## config.mk

```make
export PLATFORM = sky130hd
export DESIGN_NAME = twin_bank_intc
export DESIGN_NICKNAME = d
export VERILOG_FILES = /design/src/rtl/tbi_pkg.sv /design/src/rtl/tbi_sync.sv /design/src/rtl/tbi_bank.sv /design/src/rtl/twin_bank_intc.sv
export SDC_FILE = /design/constraint.sdc
export NUM_CORES = 1
export LEC_CHECK = 0
export BUFFER_PORTS_ARGS = -buffer_cell sky130_fd_sc_hd__buf_2
export CORE_ASPECT_RATIO = 1.4
export CORE_MARGIN = 10
export CORE_UTILIZATION = 56
export CTS_BUF_LIST = sky130_fd_sc_hd__clkbuf_8
export CTS_CLUSTER_DIAMETER = 50
export DETAILED_ROUTE_END_ITERATION = 7
export GPL_ROUTABILITY_DRIVEN = 0
export PLACE_DENSITY = 0.74
export SYNTH_ARGS = -nofsm -noshare
export SYNTH_HDL_FRONTEND = slang
export SYNTH_SLANG_ARGS = --single-unit
```

## constraint.sdc

```tcl
create_clock -name clk -period 2.48 [get_ports clk]
set_clock_uncertainty 0.05 [all_clocks]
set_input_delay 0.124 -clock clk [delete_from_list [all_inputs] [get_ports clk]]
set_output_delay 0.124 -clock clk [all_outputs]
set_load 0.01 [all_outputs]
```

## src/rtl/tbi_pkg.sv

```systemverilog
package tbi_pkg;

    localparam int BANK_BIT = 5;
    localparam int BANKS    = 2;

    typedef enum logic [2:0] {
        REG_RAW  = 3'd0,
        REG_EN   = 3'd1,
        REG_ACK  = 3'd2,
        REG_TRIG = 3'd3,
        REG_POL  = 3'd4,
        REG_STAT = 3'd5
    } reg_sel_e;

    typedef struct packed {
        logic     hit;
        logic     bank;
        reg_sel_e sel;
    } reg_dec_t;

    // Byte address to bank and register; anything off-map misses.
    function automatic reg_dec_t decode_addr(input logic [15:0] a);
        reg_dec_t d;
        d.bank = a[BANK_BIT];
        d.sel  = reg_sel_e'(a[4:2]);
        d.hit  = (a[15:BANK_BIT+1] == '0) && (a[1:0] == 2'b00) && (a[4:2] <= 3'd5);
        return d;
    endfunction

endpackage

```

## src/rtl/tbi_sync.sv

```systemverilog
module tbi_sync #(
    parameter int W      = 32,
    parameter int STAGES = 2
) (
    input  logic         clk,
    input  logic         rst,
    input  logic [W-1:0] d_i,
    output logic [W-1:0] q_o,
    output logic [W-1:0] q_prev_o
);
    logic [W-1:0] stg [STAGES];
    logic [W-1:0] prev_q;

    always_ff @(posedge clk) begin
        if (rst) begin
            for (int i = 0; i < STAGES; i++) stg[i] <= '0;
            prev_q <= '0;
        end else begin
            stg[0] <= d_i;
            for (int i = 1; i < STAGES; i++) stg[i] <= stg[i-1];
            prev_q <= stg[STAGES-1];
        end
    end

    assign q_o      = stg[STAGES-1];
    assign q_prev_o = prev_q;
endmodule

```

## src/rtl/tbi_bank.sv

```systemverilog
module tbi_bank
    import tbi_pkg::*;
#(
    parameter int N = 32
) (
    input  logic         clk,
    input  logic         rst,
    input  logic [N-1:0] lvl_i,
    input  logic [N-1:0] lvl_prev_i,
    input  logic         wr_en,
    input  reg_sel_e     sel,
    input  logic [N-1:0] wdata,
    output logic [N-1:0] rdata,
    output logic         req_o
);
    logic [N-1:0] en_q, trig_q, pol_q, latch_q;
    logic [N-1:0] ack, rise, fall, ev, pend, stat;

    assign ack  = (wr_en && sel == REG_ACK) ? wdata : '0;
    assign rise = lvl_i & ~lvl_prev_i;
    assign fall = ~lvl_i & lvl_prev_i;
    assign ev   = (pol_q & rise) | (~pol_q & fall);

    always_ff @(posedge clk) begin
        if (rst) begin
            en_q    <= '0;
            trig_q  <= '0;
            pol_q   <= '0;
            latch_q <= '0;
        end else begin
            if (wr_en) begin
                case (sel)
                    REG_EN:   en_q   <= wdata;
                    REG_TRIG: trig_q <= wdata;
                    REG_POL:  pol_q  <= wdata;
                    default: ;
                endcase
            end
            // set wins over acknowledge so a coincident event survives
            latch_q <= ((latch_q & ~ack) | ev) & trig_q;
        end
    end

    assign pend  = (trig_q & latch_q) | (~trig_q & (lvl_i ^ pol_q));
    assign stat  = pend & en_q;
    assign req_o = |stat;

    always_comb begin
        case (sel)
            REG_RAW:  rdata = lvl_i;
            REG_EN:   rdata = en_q;
            REG_TRIG: rdata = trig_q;
            REG_POL:  rdata = pol_q;
            REG_STAT: rdata = stat;
            default:  rdata = '0;
        endcase
    end

    // acknowledged bits without a fresh event are clear afterwards
    p_ack_clears_r6: assert property (@(posedge clk) disable iff (rst)
        (|ack) |=> ((latch_q & $past(ack) & ~$past(ev)) == '0));

    // a qualifying edge in edge mode is held on the next cycle
    p_edge_held_r5: assert property (@(posedge clk) disable iff (rst)
        (|(ev & trig_q)) |=> ((latch_q & $past(ev & trig_q)) == $past(ev & trig_q)));

    // an event coinciding with its acknowledge is kept
    p_event_beats_ack_r7: assert property (@(posedge clk) disable iff (rst)
        (|(ev & trig_q & ack)) |=> ((latch_q & $past(ev & trig_q & ack)) != '0));

    // nothing enabled means no request
    p_masked_quiet_r3: assert property (@(posedge clk) disable iff (rst)
        (en_q == '0) |-> !req_o);

    // enable register takes the written word
    p_enable_write_r2: assert property (@(posedge clk) disable iff (rst)
        (wr_en && sel == REG_EN) |=> (en_q == $past(wdata)));
endmodule

```

## src/rtl/twin_bank_intc.sv

```systemverilog
module twin_bank_intc
    import tbi_pkg::*;
#(
    parameter int NSRC    = 32,
    parameter int AW      = 6,
    parameter int SYNC_ST = 2
) (
    input  logic            clk,
    input  logic            rst,
    input  logic [NSRC-1:0] src_i,
    input  logic [AW-1:0]   bus_addr,
    input  logic            bus_we,
    input  logic [NSRC-1:0] bus_wdata,
    output logic [NSRC-1:0] bus_rdata,
    output logic            irq_o,
    output logic            fiq_o
);
    logic [NSRC-1:0] lvl, lvl_prev;
    logic [NSRC-1:0] rd [BANKS];
    logic [BANKS-1:0] req;
    reg_dec_t dec;

    assign dec = decode_addr(16'(bus_addr));

    tbi_sync #(.W(NSRC), .STAGES(SYNC_ST)) u_sync (
        .clk      (clk),
        .rst      (rst),
        .d_i      (src_i),
        .q_o      (lvl),
        .q_prev_o (lvl_prev)
    );

    for (genvar b = 0; b < BANKS; b++) begin : g_bank
        tbi_bank #(.N(NSRC)) u_bank (
            .clk        (clk),
            .rst        (rst),
            .lvl_i      (lvl),
            .lvl_prev_i (lvl_prev),
            .wr_en      (bus_we && dec.hit && (dec.bank == 1'(b))),
            .sel        (dec.sel),
            .wdata      (bus_wdata),
            .rdata      (rd[b]),
            .req_o      (req[b])
        );
    end

    assign bus_rdata = dec.hit ? rd[dec.bank] : '0;
    assign irq_o     = req[0];
    assign fiq_o     = req[1];
endmodule

```

**Word-level counts from Yosys, hierarchy flattened**

Memories as Yosys holds them, arrays and structs flattened.
Cells that the tools add are included.

- Logic and storage cells: 82
- Output and inout port bits: 34
- Flip-flop bits (word level): 288
- Memories kept: 1
- Input port bits: 73
- RAM bits: 64

Memory list:

| memory | depth | width | read ports | clocked after memory_dff | wr ports | RTL line | RTL |
|---|---|---|---|---|---|---|---|
| u_sync.stg | 2 | 32 | 2 | 0 | 2 | tbi_sync.sv:11 | `logic [W-1:0] stg [STAGES];` |

- Equality and inequality tests: 5
- Order comparisons: 2
- Mux-type cells: 13
- Bitwise logic cells: 36
- Reduce and logical (&&, ||, !) cells: 16

Operators by type and width:

| cell | count |
|---|---|
| $and 32x32->32 | 16 |
| $pmux 32 s5 | 2 |
| $mux 32 | 8 |
| $not 32->32 | 8 |
| $or 32x32->32 | 6 |
| $reduce_or 32->1 | 2 |
| $xor 32x32->32 | 2 |
| $reduce_and 2->1 | 6 |
| $eq 3x2->1 const B | 2 |
| $eq 3x3->1 const B | 2 |
| $logic_and 1x1->1 | 6 |
| $eq 3x1->1 const B | 1 |
| $le 3x3->1 const B | 1 |
| $logic_not 3->1 | 1 |
| $mux 1 | 3 |
| $ge 2x2->1 const B | 1 |
| $logic_not 2->1 | 1 |
| $not 1->2 | 1 |
| $or 1x1->1 | 2 |
| $not 1->1 | 1 |

**Logic depth before layout (Yosys ltp)**

- Depth after elaboration: 10
- Gate-level depth with buffers: 8
- Gate-level depth less buffers: 5

**Cells and area by module**

A second synthesis with hierarchy kept.

- Cells, all modules: 2,068
- Area, all modules: 17,057.6 sq um

By module, submodules not included:

| module | sequential area each (sq um) | area each (sq um) | cells an instance | instances |
|---|---|---|---|---|
| tbi_bank | 2,562.5 | 6,836.6 | 879 | 2 |
| tbi_sync | 1,921.8 | 2,840.2 | 234 | 1 |
| twin_bank_intc | 0.0 | 544.3 | 76 | 1 |

**Least setup slack after synthesis**

Ideal clock, no wire load.

- Path kind: reg-to-output
- Start: mem u_sync.stg[1][20], in the netlist u_sync.stg[0][52]
- End: out bus_rdata[20]
- Required time: 2.306 ns
- Setup slack: 0.625 ns
- Cell stages (with the launch flop): 7
- Arrival time: 1.681 ns
- Path buffers: 1
- Cell sequence: dfxtp_1 > clkbuf_1 > mux2i_1 > o32ai_1 > nor2_1 > o21a_1 > a2111oi_0

RTL lines:

| item | RTL line | RTL |
|---|---|---|
| start, declared | tbi_sync.sv:11 |  |
| end, declared | twin_bank_intc.sv:14 | `output logic [NSRC-1:0] bus_rdata,` |

**Worst setup path after layout**

- Start: reg g_bank[1].u_bank.pol_q[30]
- End: out fiq_o

- Cells in the longest elaborated chain, start to end: 5

RTL lines:

| item | RTL line | RTL |
|---|---|---|
| start, declared | tbi_bank.sv:16 | `logic [N-1:0] en_q, trig_q, pol_q, latch_q;` |
| start signal, assigned | tbi_bank.sv:35 | `REG_POL: pol_q <= wdata;` |
| $xor 32x32->32 | tbi_bank.sv:44 | `assign pend = (trig_q & latch_q) \| (~trig_q & (lvl_i ^ pol_q));` |
| $and 32x32->32 | tbi_bank.sv:44 |  |
| $or 32x32->32 | tbi_bank.sv:44 |  |
| $and 32x32->32 | tbi_bank.sv:45 | `assign stat = pend & en_q;` |
| $reduce_or 32->1 | tbi_bank.sv:46 | `assign req_o = \|stat;` |
| end, declared | twin_bank_intc.sv:16 | `output logic fiq_o` |

Every way passes these cells.

==> out/results.txt <==
Core area: 30100 um2
Slowest cell on crit path: dfxtp_1
Largest cells by area after synthesis: dfxtp_1, mux2i_1, a21oi_1
TritonCTS clock tree: built
CP peak stage delay: 350 ps
Commonest non-fill, non-tap cell in the layout: dfxtp_1
Sequential area share after synthesis: 40.9%
Fmax achieved: 0.380 GHz
Max_cap viols: 0
Placed Cells incl. Taps: 2421
Final Hold Vio Count: 0
Run status: finished, violations left
Worst Setup End Kind: output pin
Worst Tran Pin Value: 1140 ps
DRT Wirelength: 53600 um
Post-route cell area: 20000 um2
LEAKAGE: 7.82 nW
Floorplan row count: 75
Ports: 107
# clock sinks: 352
Critical path launch point type: flip-flop
Chip width: 168 um
Pwr/cell area: 586 nW/um2
Gr ovfl total: 0
# DRC: 0
Synth Register Bits: 352
R2R Path Start: u_sync.stg[0][54]
Dpl cell area: 17900 um2
Final hold slack: 177 ps
Crit Path Category: flip-flop to output pin
Power share of the sequential group: 49.4%
CTS H-tree depth: 2
CP cell instances: xor2_1 -> o211ai_1 -> nand4_1 -> nor4_2 -> buf_4 -> nand2_4 -> buf_6
Clk buf depth: 3
Switching Share: 25.0%
CTS Buf Count: 53
Root Driver: clkbuf_8
Routed len/inst: 20.6 um
Violation count after the first detailed-route iteration: 1372
Clock latency on the worst-skew pair: 620 ps
Die H: 227 um
Int Power: 8.80 mW
Worst path top cell family by delay: simple AND/OR/NAND/NOR gates
Post-route insts no fill: 2600
Post-synth top area cell: dfxtp_1
Buf+Inv Stages, Crit Path: 2
RSZ-0062 raised after global routing: yes
Combinational power share: 8.1%
Initial antenna violation count: 3
Slew Limit Headroom: 23.7%
FF-to-FF path depth: 3
Mapped Nets: 2148
Power Total: 11.7 mW
Failing checks: negative setup slack
Period Utilization, post-route: 106%
NumNets Final: 2247
Hold-critical path depth: 5
CP max FO: 5
Pin count of the biggest net entering global routing: 88
I/O Buffers: 106
Gr usage total: 26.7%
DR pass1 iterations: 5
Hold path start: bus_addr[3]
Total of fill cells in the finished design: 2487
Critical Path Stages: 7
Worst-path clk slew: 60 ps
Starting Density: 57.1%
Hold/Removal Path Class: primary input to flip-flop
Clock Power Share: 42.5%
Synth Cell Area: 17200 um2
Final number of setup-violating endpoints: 2
Setup crit start: g_bank[1].u_bank.pol_q[30]
Crit path DAT: 2450 ps
Fin crit period: 2630 ps
DP Wirelength: 32500 um
Worst IR Drop VDD: 0.467 mV
Vias in the first global route: 15700
First-pass GRT wire length: 83600 um
Fin util: 66.4%
P_sw: 2.93 mW
Final setup TNS: -180 ps
DR vias: 16100
Most frequent cells in the layout: dfxtp_1, nand2_1, a21oi_1, nor2_1, mux2i_1
Avg Inst Size Synth: 8.30 um2
CP required: 2310 ps
PnR worst setup slack: -148 ps
Layout cells sized above 1: 14.6%
Area Overhead vs Synth: 16.1%
Post-route ant nets: 0
Pre-CTS setup slack: 191 ps
Post-Synthesis Cells: 2075
DIE AREA: 38300 um2
Warnings, synthesis: 0
Synth top area share: 40.9%
Number of vias per cell: 6.20
Distinct cell type count after synthesis: 36
Max Slew Vio Count: 0
==> state kept, by name, summed over array words and instances (netlist names) <==
name                   count
g_bank.u_bank.latch_q     64
u_sync.stg                64
u_sync.q_prev_o           32
g_bank.u_bank.trig_q      64
g_bank.u_bank.en_q        64
g_bank.u_bank.pol_q       64
==> kinds of logic (layout without fill, tap and decap cells) <==
| group | count (synthesis) | after routing | share of synthesized area [%] |
|---|---|---|---|
| AND/OR/NAND/NOR | 873 | 873 | 25.3 |
| AO/OA/AOI/OAI | 450 | 450 | 17.7 |
| flip-flops | 352 | 352 | 40.9 |
| buffers and inverters | 207 | 345 | 5.26 |
| multiplexers | 129 | 129 | 7.50 |
| XOR/XNOR | 64 | 64 | 3.26 |
| other | 0 | 2 | 0 |
==> worst reg2reg max path, stage by stage (launching register included) <==
cell and delay, ps:
dfxtp_1 510, nor2b_1 290, a221oi_1 130, nor3b_1 180
==> final timing paths <==
| kind | to | slack (ps) |
|---|---|---|
| min reg2reg | u_sync.stg[0][56] | 390 |
| min | g_bank[1].u_bank.pol_q[24] | 180 |
| max reg2reg | g_bank[0].u_bank.latch_q[22] | 1250 |
| max | fiq_o | -150 |
==> synth_stat cells (all sizes together) <==
master / number
nand3: 64
a221oi: 65
nand4: 16
buf: 68
nand2: 263
xor2: 64
inv: 3
a211o: 2
nand3b: 1
nand2b: 97
a21oi: 252
mux2i: 129
a211oi: 1
dfxtp: 352
nor3: 3
o221ai: 62
nor2: 193
nor2b: 128
o21a: 1
and2: 5
nor4: 6
or3b: 1
a2111oi: 1
o32ai: 1
o2bb2ai: 1
nor3b: 64
o211ai: 64
clkbuf: 136
and3: 32
==> routing by layer <==
metal	vias up	routed length (um)	track usage, %
met5	-	14	0
met2	822	25400	44.6
li1	7443	-	-
met4	2	2350	14.1
met1	7667	20900	31.6
met3	179	4890	5.44
==> timing repair <==
action                                  4_1_cts  5_1_grt
endpoints found under the setup margin        3        3
pin swaps                                    16        1
resized for setup                            34       12
hold buffers                                 69        0
hold endpoints to repair                    293        0
setup buffers                                13        1
==> power by group through the flow <==
stage / clock (mW) / sequential, mW / combinational (mW)
after global routing: 5.26 / 5.80 / 1.00
after floorplan: 0 / 5.87 / 0.585
final: 4.98 / 5.79 / 0.947
after CTS: 5.03 / 5.79 / 0.921
after detailed placement: 0 / 5.92 / 0.826
after global placement: 0 / 5.92 / 0.812
==> cell type report <==
type	count	area, um2	area share, %
Clock inverter	21	115	0.576
Clock buffer	73	1000	5.03
Multi-Input combinational cell	1516	9360	46.8
Inverter	3	11.3	0.0563
Sequential cell	352	7100	35.5
Tap cell	385	482	2.41
Antenna cell	2	5.00	0.0250
Timing Repair Buffer	248	1920	9.60
(Power assumes the default switching activity.)
